$ cat src/rtl/excmask_pkg.sv
package excmask_pkg;

  typedef enum logic [1:0] {
    KIND_CFG = 2'd0,
    KIND_HF  = 2'd1,
    KIND_NMI = 2'd2,
    KIND_RST = 2'd3
  } pend_kind_e;

  typedef enum logic [1:0] {
    SEL_GMASK = 2'd0,
    SEL_FMASK = 2'd1,
    SEL_BASE  = 2'd2,
    SEL_NONE  = 2'd3
  } reg_sel_e;

  // Fixed urgent levels, signed.
  localparam int LVL_HF  = -1;
  localparam int LVL_NMI = -2;
  localparam int LVL_RST = -3;

  // The more urgent (numerically smaller) of two levels.
  function automatic int more_urgent(int a, int b);
    return (a < b) ? a : b;
  endfunction

  // Level of a pending exception from its kind.
  function automatic int kind_level(pend_kind_e k, int cfg);
    case (k)
      KIND_HF:  return LVL_HF;
      KIND_NMI: return LVL_NMI;
      KIND_RST: return LVL_RST;
      default:  return cfg;
    endcase
  endfunction

endpackage

$ cat src/rtl/excmask_regs.sv
module excmask_regs
  import excmask_pkg::*;
#(
  parameter int FIELD_W   = 8,
  parameter int PRIO_BITS = 3
) (
  input  logic               clk,
  input  logic               rst_n,
  input  logic               priv,
  input  logic               wr_en,
  input  logic [1:0]         wr_sel,
  input  logic [FIELD_W-1:0] wr_data,
  input  logic               gm_set,
  input  logic               gm_clr,
  input  logic               fm_set,
  input  logic               fm_clr,
  input  logic               exc_ret,
  input  logic               ret_nmi,
  input  logic               fm_allow,
  output logic               gmask_q,
  output logic               fmask_q,
  output logic [FIELD_W-1:0] base_q
);

  localparam int LOW_W = FIELD_W - PRIO_BITS;
  localparam logic [FIELD_W-1:0] BASE_KEEP = {{PRIO_BITS{1'b1}}, {LOW_W{1'b0}}};

  logic wr_gm, wr_fm, wr_base, ret_clear;
  logic gm_d, fm_d;

  assign wr_gm     = priv && wr_en && (reg_sel_e'(wr_sel) == SEL_GMASK);
  assign wr_fm     = priv && wr_en && (reg_sel_e'(wr_sel) == SEL_FMASK);
  assign wr_base   = priv && wr_en && (reg_sel_e'(wr_sel) == SEL_BASE);
  assign ret_clear = exc_ret && !ret_nmi;

  always_comb begin
    gm_d = gmask_q;
    if (wr_gm)                gm_d = wr_data[0];
    else if (priv && gm_clr)  gm_d = 1'b0;
    else if (priv && gm_set)  gm_d = 1'b1;
  end

  always_comb begin
    fm_d = fmask_q;
    if (ret_clear)                       fm_d = 1'b0;
    else if (wr_fm) begin
      if (!wr_data[0])                   fm_d = 1'b0;
      else if (fm_allow)                 fm_d = 1'b1;
    end
    else if (priv && fm_clr)             fm_d = 1'b0;
    else if (priv && fm_set && fm_allow) fm_d = 1'b1;
  end

  always_ff @(posedge clk or negedge rst_n) begin
    if (!rst_n) begin
      gmask_q <= 1'b0;
      fmask_q <= 1'b0;
      base_q  <= '0;
    end else begin
      gmask_q <= gm_d;
      fmask_q <= fm_d;
      if (wr_base) base_q <= wr_data & BASE_KEEP;
    end
  end

endmodule

$ cat src/rtl/excmask_resolve.sv
module excmask_resolve
  import excmask_pkg::*;
#(
  parameter int FIELD_W = 8,
  parameter int EP_W    = FIELD_W + 2
) (
  input  logic signed [EP_W-1:0] act_prio,
  input  logic                   gmask,
  input  logic                   fmask,
  input  logic [FIELD_W-1:0]     base,
  output logic signed [EP_W-1:0] eff_prio
);

  int lvl;

  always_comb begin
    lvl = int'(act_prio);
    if (base != '0) lvl = more_urgent(lvl, int'({1'b0, base}));
    if (gmask)      lvl = more_urgent(lvl, 0);
    if (fmask)      lvl = more_urgent(lvl, LVL_HF);
    eff_prio = EP_W'(lvl);
  end

endmodule

$ cat src/rtl/excmask_judge.sv
module excmask_judge
  import excmask_pkg::*;
#(
  parameter int FIELD_W = 8,
  parameter int EP_W    = FIELD_W + 2
) (
  input  logic [1:0]             pend_kind,
  input  logic [FIELD_W-1:0]     pend_prio,
  input  logic signed [EP_W-1:0] eff_prio,
  output logic signed [EP_W-1:0] pend_level,
  output logic                   preempt_ok
);

  assign pend_level = EP_W'(kind_level(pend_kind_e'(pend_kind), int'({1'b0, pend_prio})));
  assign preempt_ok = pend_level < eff_prio;

endmodule

$ cat src/rtl/excmask_boost.sv
module excmask_boost
  import excmask_pkg::*;
#(
  parameter  int FIELD_W   = 8,
  parameter  int PRIO_BITS = 3,
  localparam int EP_W      = FIELD_W + 2
) (
  input  logic                   clk,
  input  logic                   rst_n,
  input  logic                   priv,
  input  logic                   wr_en,
  input  logic [1:0]             wr_sel,
  input  logic [FIELD_W-1:0]     wr_data,
  input  logic [1:0]             rd_sel,
  output logic [FIELD_W-1:0]     rd_data,
  input  logic                   gm_set,
  input  logic                   gm_clr,
  input  logic                   fm_set,
  input  logic                   fm_clr,
  input  logic                   exc_ret,
  input  logic                   ret_nmi,
  input  logic signed [EP_W-1:0] act_prio,
  input  logic [1:0]             pend_kind,
  input  logic [FIELD_W-1:0]     pend_prio,
  output logic signed [EP_W-1:0] eff_prio,
  output logic                   preempt_ok
);

  logic               gmask_q, fmask_q, fm_allow;
  logic [FIELD_W-1:0] base_q;
  logic signed [EP_W-1:0] pend_level;

  // Fault bit may be set only while the effective level is 0 or above.
  assign fm_allow = ~eff_prio[EP_W-1];

  excmask_regs #(.FIELD_W(FIELD_W), .PRIO_BITS(PRIO_BITS)) u_regs (
    .clk(clk), .rst_n(rst_n), .priv(priv), .wr_en(wr_en), .wr_sel(wr_sel),
    .wr_data(wr_data), .gm_set(gm_set), .gm_clr(gm_clr), .fm_set(fm_set),
    .fm_clr(fm_clr), .exc_ret(exc_ret), .ret_nmi(ret_nmi), .fm_allow(fm_allow),
    .gmask_q(gmask_q), .fmask_q(fmask_q), .base_q(base_q)
  );

  excmask_resolve #(.FIELD_W(FIELD_W), .EP_W(EP_W)) u_resolve (
    .act_prio(act_prio), .gmask(gmask_q), .fmask(fmask_q), .base(base_q),
    .eff_prio(eff_prio)
  );

  excmask_judge #(.FIELD_W(FIELD_W), .EP_W(EP_W)) u_judge (
    .pend_kind(pend_kind), .pend_prio(pend_prio), .eff_prio(eff_prio),
    .pend_level(pend_level), .preempt_ok(preempt_ok)
  );

  always_comb begin
    case (reg_sel_e'(rd_sel))
      SEL_GMASK: rd_data = FIELD_W'(gmask_q);
      SEL_FMASK: rd_data = FIELD_W'(fmask_q);
      SEL_BASE:  rd_data = base_q;
      default:   rd_data = '0;
    endcase
  end

endmodule

$ cat config.mk
export PLATFORM = sky130hd
export DESIGN_NAME = excmask_boost
export DESIGN_NICKNAME = d
export VERILOG_FILES = /design/src/rtl/excmask_pkg.sv /design/src/rtl/excmask_regs.sv /design/src/rtl/excmask_resolve.sv /design/src/rtl/excmask_judge.sv /design/src/rtl/excmask_boost.sv
export SDC_FILE = /design/constraint.sdc
export NUM_CORES = 1
export LEC_CHECK = 0
export BUFFER_PORTS_ARGS = -buffer_cell sky130_fd_sc_hd__buf_2
export CORE_MARGIN = 2
export CORE_UTILIZATION = 44
export DETAILED_ROUTE_END_ITERATION = 10
export GPL_ROUTABILITY_DRIVEN = 0
export PLACE_DENSITY_LB_ADDON = 0.05
export SKIP_CTS_REPAIR_TIMING = 1
export SLEW_MARGIN = 0
export SYNTH_ARGS = -nofsm -noshare
export SYNTH_HDL_FRONTEND = slang
export SYNTH_SLANG_ARGS = --single-unit
export TNS_END_PERCENT = 5
$ cat constraint.sdc
create_clock -name clk -period 3.7 [get_ports clk]
set_clock_uncertainty 0.05 [all_clocks]
set_input_delay 0.185 -clock clk [delete_from_list [all_inputs] [get_ports clk]]
set_output_delay 0.185 -clock clk [all_outputs]
set_load 0.01 [all_outputs]
==> metrics <==
status finished clean; worst setup path startpoint u_regs.base_q[6]; Final Hold Vio Count 0; number of flops mapped to enable cells by yosys 0; root buffer cell sky130_fd_sc_hd__clkbuf_4; number of flip-flops and latches in the synthesized netlist 5; overflow left after global routing 0; most common cell after layout, fill and taps aside sky130_fd_sc_hd__buf_2; CP Launch Type flop; pre-CTS setup slack 0.3386 ns; Worst Path Required 3.46 ns; antenna cells 0; average size of a mapped cell a little over 8 µm²; register cell area after layout approximately 130 µm²; antenna-violating nets left 0; Synth warnings 0; nature of the critical path endpoint output port; clock net sink count 5; Reg-to-Reg End u_regs.fmask_q; worst slew pin tran around 0.56 ns; adder-cell share of the synthesized area between 10% and 20%; clock period minus worst slack around 3.5 ns; number of CTS-inserted buffers 3; Critical path destination preempt_ok; cell type with the highest aggregate area in the netlist sky130_fd_sc_hd__ha_1; Avg WL per Cell approximately 12 µm; DRC violations left 0; share of flip-flops with an asynchronous set or reset after synthesis 100.0%; total detailed-routing wirelength 2507 µm; floorplan die area 2725 µm²; vias after detailed routing approximately 1100; static power due to leakage 0.0007638 µW; number of nets in the layout between 200 and 250; fraction of the mapped netlist area in compound gates between 20% and 30%; post-synth top area share roughly 18%; area added between synthesis and finish 33.66%; synthesized-area fraction occupied by xor and xnor cells 0%; Filler Cells Inserted between 200 and 250; initial cell density of the core 46.21%; final design instance area without fill ~1400 µm²; Global Route Usage Sum between 10% and 20%; Final Max Slew Viols 0; count of routing violations after the opening detailed-route iteration 13; CTS tree built; mux share of post-synthesis cell area under 10%; top cells by area in the synthesized netlist sky130_fd_sc_hd__ha_1 18%, sky130_fd_sc_hd__dfrtp_1 12%, sky130_fd_sc_hd__a21oi_1 6.4%, sky130_fd_sc_hd__a21o_1 5.1%, sky130_fd_sc_hd__mux2_2 4.4%; Simple-Gate Fraction of Synth Area between 20% and 30%; combinational family with the most area after synthesis compound AO/OA/AOI/OAI gates; maximum number of pins on one net before global-route repair 17; routed via count divided by cell count 5.102; number of port buffers 52; top_reg_cell synth sky130_fd_sc_hd__dfrtp_1; Max-Slew Margin vs Limit 62.49%; Max Clk Rate 0.2886 GHz; vias in the first global route between 900 and 1000; type of the worst setup path flop to output port; Hold Crit Class input pin to flop; share of the clock period used by the worst path after layout between 90% and 100%; I/O pin total 61; post-CTS clock slew at the launch and capture registers of the worst setup and hold paths 0.04 ns; synthesized netlist cell count 127; area of placed instances around 1300 µm²; setup ws final 0.2352 ns; cell count of the worst reg-to-reg path 9; total area of multi-input combinational cells just over 800 µm²; Rows 17; most frequent cells in the layout 53 x sky130_fd_sc_hd__buf_2, 14 x sky130_fd_sc_hd__ha_1, 13 x sky130_fd_sc_hd__a21oi_1, 12 x sky130_fd_sc_hd__nor2_1, 11 x sky130_fd_sc_hd__inv_1; total power per unit cell area 333.2 nW/µm²; Detailed Routing Iterations Pass 1 4; H-Tree Depth 1; largest fanout of any net on the critical path 7; core box area between 2000 and 2500 µm²; wire length of the first global-routing pass a little under 4000 µm; max-capacitance violation count 0; library cells used by synthesis 38; sequential share of the synthesized area between 10% and 20%; number of antenna violations at the first check in global routing 0; reg-to-reg critical path startpoint u_regs.base_q[6]; setup slack on the worst flop-to-flop path approximately 2.0 ns; ratio of cells with drive above 1 in the final layout a little over two fifths; dpl hpwl 2084 µm; maximum vdd ir drop 0.0002448 V; Skew-Pair Late Insertion Delay approximately 0.24 ns; final setup fails 0; final setup TNS 0 ns; number of buffers on the longest clock path 2; chip width 52.20 µm; Arr. time, crit path around 3.2 ns; synthesized cell area 1022 µm²; die height approximately 52 µm
final cells by class:
class,count,area share (%)
sequential,5,9.158
clock buffer,4,1.923
timing repair buffer,60,23.72
multi-input combinational,107,59.62
inverter,11,3.022
tap,28,2.564
through the flow:
stage / hold slack (ns) / cells / utilization (%) / power [µW]
after floorplan: -0.1606 / 130 / - / 288.8
after global placement: -0.04650 / 207 / 58.54 / 374.2
after detailed placement: -0.04220 / 207 / 58.54 / 382.1
after CTS: -0.3048 / 211 / 59.73 / 449.3
after global routing: 0.1170 / 215 / 61.76 / 499.1
final: 0.1247 / 215 / 61.76 / 455.3
synth_stat cells, drive strengths merged, types with 4 or more instances:
library cell   n
a21oi         13
nor2          12
buf            7
nor3           6
a21o           7
nand2          4
inv           11
dfrtp          5
mux2           4
nand2b         7
ha            15
worst max-delay path, cell delays in order, from the launching register on:
cell	delay (ns)
sky130_fd_sc_hd__dfrtp_1	0.34
sky130_fd_sc_hd__inv_1	0.05
sky130_fd_sc_hd__ha_1	0.26
sky130_fd_sc_hd__a21oi_1	0.13
sky130_fd_sc_hd__o21ai_1	0.08
sky130_fd_sc_hd__ha_2	0.34
sky130_fd_sc_hd__o31ai_4	0.11
sky130_fd_sc_hd__nand2_2	0.11
sky130_fd_sc_hd__o41ai_4	0.38
sky130_fd_sc_hd__buf_6	0.17
sky130_fd_sc_hd__a21oi_1	0.05
sky130_fd_sc_hd__ha_1	0.32
sky130_fd_sc_hd__a21o_1	0.18
sky130_fd_sc_hd__nand3_1	0.08
sky130_fd_sc_hd__a21oi_1	0.07
sky130_fd_sc_hd__a221oi_2	0.16
sky130_fd_sc_hd__buf_2	0.16
state kept, by name, summed over array words and instances, names as in the netlist:
signal          flops
u_regs.gmask_q      1
u_regs.fmask_q      1
u_regs.base_q       3
where the power goes:
group / switching (µW) / leakage [µW] / internal, µW / total, µW
clock network: 22.6 / 0.0000150 / 40.8 / 63.4
logic: 168 / 0.000687 / 150 / 319
registers: 8.23 / 0.0000616 / 64.9 / 73.1
total: 199 / 0.000764 / 256 / 455
logic make-up after synthesis:
kind of cell	after synthesis
AO/OA/AOI/OAI	37
adder cells (fa/ha/maj)	15
buffers and inverters	18
flip-flops	5
multiplexers	5
other	1
AND/OR/NAND/NOR	46
worst min-delay path by stage:
stage	startpoint	endpoint	slack, ns	depth (start not counted)
floorplan	rst_n	u_regs.base_q[5]	-0.16	0
global route	wr_data[0]	u_regs.gmask_q	0.12	2
global placement	rst_n	u_regs.fmask_q	-0.05	1
finish	wr_data[7]	u_regs.base_q[7]	0.12	2
detailed placement	rst_n	u_regs.gmask_q	-0.04	1
CTS	rst_n	u_regs.base_q[7]	-0.30	1
routing by layer:
metal  GRT usage, %  vias up  share of wire (%)  routed length [µm]
li1               -      577                  -                   -
met1          23.25      480                 45                1124
met2          34.60       40                 50                1241
met3         0.8571        0                5.6                 141
met4          5.128        0                  0                   0
met5              0        -                  0                   0
(Power assumes the default switching activity.)
